<file path="config.mk">
export PLATFORM = sky130hd
export DESIGN_NAME = shift_add_mult
export DESIGN_NICKNAME = d
export VERILOG_FILES = /design/src/rtl/mul_pkg.sv /design/src/rtl/mul_rca.sv /design/src/rtl/mul_accum.sv /design/src/rtl/mul_ctrl.sv /design/src/rtl/shift_add_mult.sv
export SDC_FILE = /design/constraint.sdc
export NUM_CORES = 1
export LEC_CHECK = 0
export CELL_PAD_IN_SITES_DETAIL_PLACEMENT = 1
export CELL_PAD_IN_SITES_GLOBAL_PLACEMENT = 1
export CORE_UTILIZATION = 35
export DETAILED_ROUTE_END_ITERATION = 16
export GPL_ROUTABILITY_DRIVEN = 1
export PLACE_DENSITY = 0.78
export SLEW_MARGIN = 20
export SYNTH_ARGS = -nofsm -noshare
export SYNTH_HDL_FRONTEND = slang
export SYNTH_SLANG_ARGS = --single-unit
</file>
<file path="constraint.sdc">
create_clock -name clk -period 3.9 [get_ports clk]
set_input_delay 0.78 -clock clk [delete_from_list [all_inputs] [get_ports clk]]
set_output_delay 0.78 -clock clk [all_outputs]
set_load 0.005 [all_outputs]
</file>
<file path="src/rtl/mul_pkg.sv">
package mul_pkg;
  localparam int unsigned MUL_W = 8;

  typedef enum logic [2:0] {
    ST_IDLE,
    ST_LOAD,
    ST_ADD,
    ST_SHIFT,
    ST_DONE,
    ST_HOLD
  } mul_state_t;
endpackage

</file>
<file path="src/rtl/mul_rca.sv">
module mul_rca #(
  parameter int unsigned W = 8
) (
  input  logic [W-1:0] a_i,
  input  logic [W-1:0] b_i,
  input  logic         cin_i,
  output logic [W-1:0] sum_o,
  output logic         cout_o
);
  logic [W:0] c;

  assign c[0] = cin_i;

  for (genvar i = 0; i < W; i++) begin : g_bit
    assign sum_o[i] = a_i[i] ^ b_i[i] ^ c[i];
    assign c[i+1]   = (a_i[i] & b_i[i]) | ((a_i[i] ^ b_i[i]) & c[i]);
  end

  assign cout_o = c[W];
endmodule

</file>
<file path="src/rtl/mul_accum.sv">
module mul_accum #(
  parameter int unsigned W = 8
) (
  input  logic           clk,
  input  logic           rst,
  input  logic           clr_i,
  input  logic           add_i,
  input  logic           shift_i,
  input  logic [W-1:0]   mcand_i,
  output logic [2*W-1:0] prod_o
);
  localparam int unsigned PW = 2 * W;

  logic [W-1:0]  mcand_q;
  logic [PW-1:0] prod_q;
  logic          carry_q;
  logic [W-1:0]  sum;
  logic          cout;

  mul_rca #(.W(W)) u_rca (
    .a_i   (prod_q[PW-1:W]),
    .b_i   (mcand_q),
    .cin_i (1'b0),
    .sum_o (sum),
    .cout_o(cout)
  );

  always_ff @(posedge clk) begin
    if (rst) begin
      mcand_q <= '0;
      prod_q  <= '0;
      carry_q <= 1'b0;
    end else if (clr_i) begin
      mcand_q <= mcand_i;
      prod_q  <= '0;
      carry_q <= 1'b0;
    end else if (add_i) begin
      prod_q[PW-1:W] <= sum;
      carry_q        <= cout;
    end else if (shift_i) begin
      prod_q  <= {carry_q, prod_q[PW-1:1]};
      carry_q <= 1'b0;
    end
  end

  assign prod_o = prod_q;

  a_r2_load_clears: assert property (@(posedge clk) disable iff (rst)
    clr_i |=> (prod_q == '0) && !carry_q);

  a_r5_carry_cleared: assert property (@(posedge clk) disable iff (rst)
    (shift_i && !clr_i && !add_i) |=> !carry_q);

  a_r5_carry_enters_msb: assert property (@(posedge clk) disable iff (rst)
    (shift_i && !clr_i && !add_i) |=> prod_q[PW-1] == $past(carry_q));

  a_r6_idle_hold: assert property (@(posedge clk) disable iff (rst)
    (!clr_i && !add_i && !shift_i) |=> $stable(prod_q));
endmodule

</file>
<file path="src/rtl/mul_ctrl.sv">
module mul_ctrl
  import mul_pkg::*;
#(
  parameter int unsigned W = 8
) (
  input  logic         clk,
  input  logic         rst,
  input  logic         start_i,
  input  logic [W-1:0] mplier_i,
  output logic         clr_o,
  output logic         add_o,
  output logic         shift_o,
  output logic         done_o
);
  localparam int unsigned CW = $clog2(W + 1);
  localparam logic [CW-1:0] LAST = CW'(W - 1);

  mul_state_t    state_q, state_d;
  logic [W-1:0]  bits_q;
  logic [CW-1:0] cnt_q;

  always_comb begin
    state_d = state_q;
    if (!start_i) begin
      state_d = ST_IDLE;
    end else begin
      unique case (state_q)
        ST_IDLE:  state_d = ST_LOAD;
        ST_LOAD:  state_d = mplier_i[0] ? ST_ADD : ST_SHIFT;
        ST_ADD:   state_d = ST_SHIFT;
        ST_SHIFT: begin
          if (cnt_q == LAST)  state_d = ST_DONE;
          else if (bits_q[1]) state_d = ST_ADD;
          else                state_d = ST_SHIFT;
        end
        ST_DONE:  state_d = ST_HOLD;
        ST_HOLD:  state_d = ST_HOLD;
        default:  state_d = ST_IDLE;
      endcase
    end
  end

  always_ff @(posedge clk) begin
    if (rst) begin
      state_q <= ST_IDLE;
      bits_q  <= '0;
      cnt_q   <= '0;
    end else begin
      state_q <= state_d;
      if (state_q == ST_LOAD) begin
        bits_q <= mplier_i;
        cnt_q  <= '0;
      end else if (state_q == ST_SHIFT) begin
        bits_q <= bits_q >> 1;
        cnt_q  <= cnt_q + CW'(1);
      end
    end
  end

  assign clr_o   = (state_q == ST_LOAD);
  assign add_o   = (state_q == ST_ADD);
  assign shift_o = (state_q == ST_SHIFT);
  assign done_o  = (state_q == ST_DONE);

  a_r7_start_low_idle: assert property (@(posedge clk) disable iff (rst)
    !start_i |=> state_q == ST_IDLE);

  a_r5_add_then_shift: assert property (@(posedge clk) disable iff (rst)
    (state_q == ST_ADD && start_i) |=> state_q == ST_SHIFT);

  a_r6_done_single: assert property (@(posedge clk) disable iff (rst)
    done_o |=> !done_o);

  a_r8_hold_stays: assert property (@(posedge clk) disable iff (rst)
    (state_q == ST_HOLD && start_i) |=> (state_q == ST_HOLD) && !clr_o);

  a_r3_shift_bound: assert property (@(posedge clk) disable iff (rst)
    (state_q == ST_SHIFT) |-> cnt_q <= LAST);

  a_r3_done_after_all_shifts: assert property (@(posedge clk) disable iff (rst)
    $rose(done_o) |-> cnt_q == CW'(W));
endmodule

</file>
<file path="src/rtl/shift_add_mult.sv">
module shift_add_mult
  import mul_pkg::*;
#(
  parameter int unsigned W = MUL_W
) (
  input  logic           clk,
  input  logic           rst,
  input  logic           start,
  input  logic [W-1:0]   mcand,
  input  logic [W-1:0]   mplier,
  output logic [2*W-1:0] product,
  output logic           done
);
  logic clr, add, shift;

  mul_ctrl #(.W(W)) u_ctrl (
    .clk     (clk),
    .rst     (rst),
    .start_i (start),
    .mplier_i(mplier),
    .clr_o   (clr),
    .add_o   (add),
    .shift_o (shift),
    .done_o  (done)
  );

  mul_accum #(.W(W)) u_accum (
    .clk    (clk),
    .rst    (rst),
    .clr_i  (clr),
    .add_i  (add),
    .shift_i(shift),
    .mcand_i(mcand),
    .prod_o (product)
  );

  a_r1_one_op: assert property (@(posedge clk) disable iff (rst)
    $countones({clr, add, shift, done}) <= 1);
endmodule

</file>
==> results.yml <==
outcome:
  status: "complete, no violations"
placement:
  dpl.hpwl_mm: 2.57
  io_buffers: 35
  gp_congestion: 0.739
  pre_cts_ws_ns: -0.103
  place_inst: 273
layout:
  syn_to_final_growth_pct: 27.9
  finalNonFillerCells: 281
  antennaDiodeCount: 0
  layout-drive-gt1-share_pct: 11.7
  nets: 241
power:
  power.total_uw: 846
  peakVddDrop_mv: 0.222
  power_density_nw_per_um2: 368
  p_leak_uw: 0.000800
floorplanning:
  core_um2: 4820
  initial_core_util_pct: 37.3
  dieWidth_um: 73.7
  die_area_um2: 5420
  fp-row-count: 25
  die_y_um: 73.7
  io_pins: 36
clock_network:
  htree_levels: 2
  cts_tree: "yes"
  cts.sinks: 39
  clock_latency_ns: 0.29
  clk_pin_slew_ns: 0.09
  cts_buffers: 5
  postCtsSetupRepairBufs: 0
  cts-root-buf: "clkbuf_8"
  clk_path_buf_depth: 2
global_route:
  grt_pass1_wl_mm: 6.41
  grt_use_total_pct: 15.9
  gr-total-overflow: 0
  grt_pass1_vias: 1346
  antenna_found_initial: 0
  grt_max_degree: 22
logic_synthesis:
  yosys_register_bits: 39
  synth_warnings: 0
  synth_xor_area_share_pct: 0.487
  yosysSeqAreaShare_pct: 43.5
  synth_nets: 209
  synth_mux_area_share_pct: 12.3
  ys_types: 26
  syn_avg_cell_area_um2: 9.93
  synth-simple-area-share_pct: 16.4
  postSynthCellCount: 181
  synth_fa_ha_area_share_pct: 9.19
  synth_area_um2: 1800
  synth_compound_area_share_pct: 13.2
  synth_top_family_by_area: "simple AND/OR/NAND/NOR gates"
critical_path:
  cp_max_fo: 2
  path_buf_inv: 0
  worstPathArrival_ns: 3.91
  timing.critical_path.mode_cell: "fa_2"
  cp-end-kind: "register"
  crit_family: "adder cells"
  crit_required_ns: 4.12
  max_stage_delay_ns: 0.50
  crit_type: "reg -> reg"
  cp-start-kind: "register"
  crit_chain: "ha_1 -> fa_2 -> fa_2 -> fa_1 -> fa_2 -> fa_2 -> fa_2 -> fa_1 -> mux2i_1 -> a211oi_2"
  cp_slowest_cell: "fa_1"
route:
  dr.pass1.iters: 4
  drt_first_iter_violations: 73
  drtAntennaViolNets: 0
  vias: 1350
  drcViolationCount: 0
  routed_via_density: 4.80
  wire_per_inst_um: 12.8
  wl_mm: 3.61
flow_run:
  maxCapViolations: 0
sta:
  drv_slew: 0
  setup_viol: 0
  fmax_mhz: 271
  rsz0062_at_grt: "no"
  slew-limit-headroom_pct: 45.9
  worst_slack_ns: 0.204
  skew_ns: 0.0105
  fin_crit_ns: 3.70
  hold_violations: 0
  worst_slew_pin_slew_ns: 0.810
  min_period_over_period_pct: 94.8
worst_hold_path:
  hold_path.class: "reg -> reg"
## Yosys cell counts
library cell	n	area (um^2)
dfxtp_1	39	781
nor2_1	25	93.8
mux2i_1	22	220
nand2_1	19	71.3
a21oi_1	15	75.1
a211oi_1	7	52.6
a211oi_2	7	87.6
fa_1	7	140
buf_2	5	25.0
buf_6	4	45.0
clkbuf_1	4	15.0
nor2b_1	4	25.0
nand2b_1	3	18.8
o21ai_0	3	15.0
and3b_1	2	17.5
ha_1	2	25.0
nand3b_1	2	15.0
nor3b_1	2	15.0
or3_1	2	12.5
and3_1	1	6.26
inv_1	1	3.75
nand3_1	1	5.00
nor4_1	1	6.26
o21a_1	1	7.51
or2_4	1	8.76
xnor2_1	1	8.76
## sequential cells by signal, indices dropped and copies added (netlist names)
name / count
u_ctrl.cnt_q: 4
u_ctrl.bits_q: 7
u_accum.prod_o: 16
u_accum.carry_q: 1
u_ctrl.state_q: 3
u_accum.mcand_q: 8
## cell usage in the layout (no fill, tap or decap), types with 2 or more instances in the layout
cell type | netlist | final
dfxtp_1 | 39 | 39
clkdlybuf4s50_1 | 0 | 35
nor2_1 | 25 | 25
mux2i_1 | 22 | 22
nand2_1 | 19 | 19
a21oi_1 | 15 | 15
a211oi_2 | 7 | 7
a211oi_1 | 7 | 7
fa_2 | 0 | 5
clkbuf_8 | 0 | 5
nor2b_1 | 4 | 4
nand2b_1 | 3 | 3
o21ai_0 | 3 | 3
buf_4 | 0 | 3
and3b_1 | 2 | 2
nand3b_1 | 2 | 2
or3_1 | 2 | 2
fa_1 | 7 | 2
ha_1 | 2 | 2
## power by group
part	total [uW]	internal [uW]	switching [uW]
logic	82.9	46.3	36.6
clock network	337	191	147
registers	426	411	15.1
## final timing paths
path                            slack, ns  cells after the start            endpoint         startpoint
worst max-delay path                 0.20                     10  u_accum.prod_o[15]  u_accum.prod_o[8]
worst max register to register       0.20                     10  u_accum.prod_o[15]  u_accum.prod_o[8]
worst min register to register       0.46                      2   u_accum.prod_o[0]  u_accum.prod_o[0]
worst min-delay path                 0.46                      2   u_accum.prod_o[0]  u_accum.prod_o[0]
## per-layer routing
layer  wire [um]  GRT usage [%]
met4          46           5.13
met3         174           4.94
met1        1680           21.1
met5           0              0
met2        1700           24.7
## logic make-up after synthesis
| kind of cell | after synthesis |
|---|---|
| muxes | 22 |
| buffers and inverters | 14 |
| AOI/OAI and AO/OA | 33 |
| adders and majority gates | 9 |
| DFF | 39 |
| and+or+nand+nor | 63 |
| xor gates and xnor gates | 1 |
## worst min-delay path: stages, from the launching register on
cell,delay (ns)
dfxtp_1,0.31
nand2_1,0.05
a21oi_1,0.05
## area by class of cell
| class | instances | area, um^2 |
|---|---|---|
| flip-flops and latches | 39 | 781 |
| well taps | 67 | 83.8 |
| clock inverters | 3 | 43.8 |
| inverters | 1 | 3.75 |
| multi-input cells | 128 | 945 |
| clock buffers | 5 | 68.8 |
| repair buffers | 38 | 373 |
| fillers | 553 | 2520 |
## repair_timing
| action | CTS | global route |
|---|---|---|
| pin swaps | 0 | 0 |
| gates resized for setup | 2 | 3 |
| endpoints found under the setup margin | 1 | 1 |
| hold buffers | 0 | 0 |
## stage by stage
step,hold slack [ns],setup TNS (ns),area [um^2],util (%)
final,0.463,0,2300,47.7
after global routing,0.502,0,2300,47.7
after CTS,0.469,0,2290,47.6
after detailed placement,0.457,-0.103,2170,45.1
after global placement,0.445,-0.0610,2170,45.1
after floorplan,0.442,0,1800,-
No activity file was read; power rests on OpenSTA's default activity.
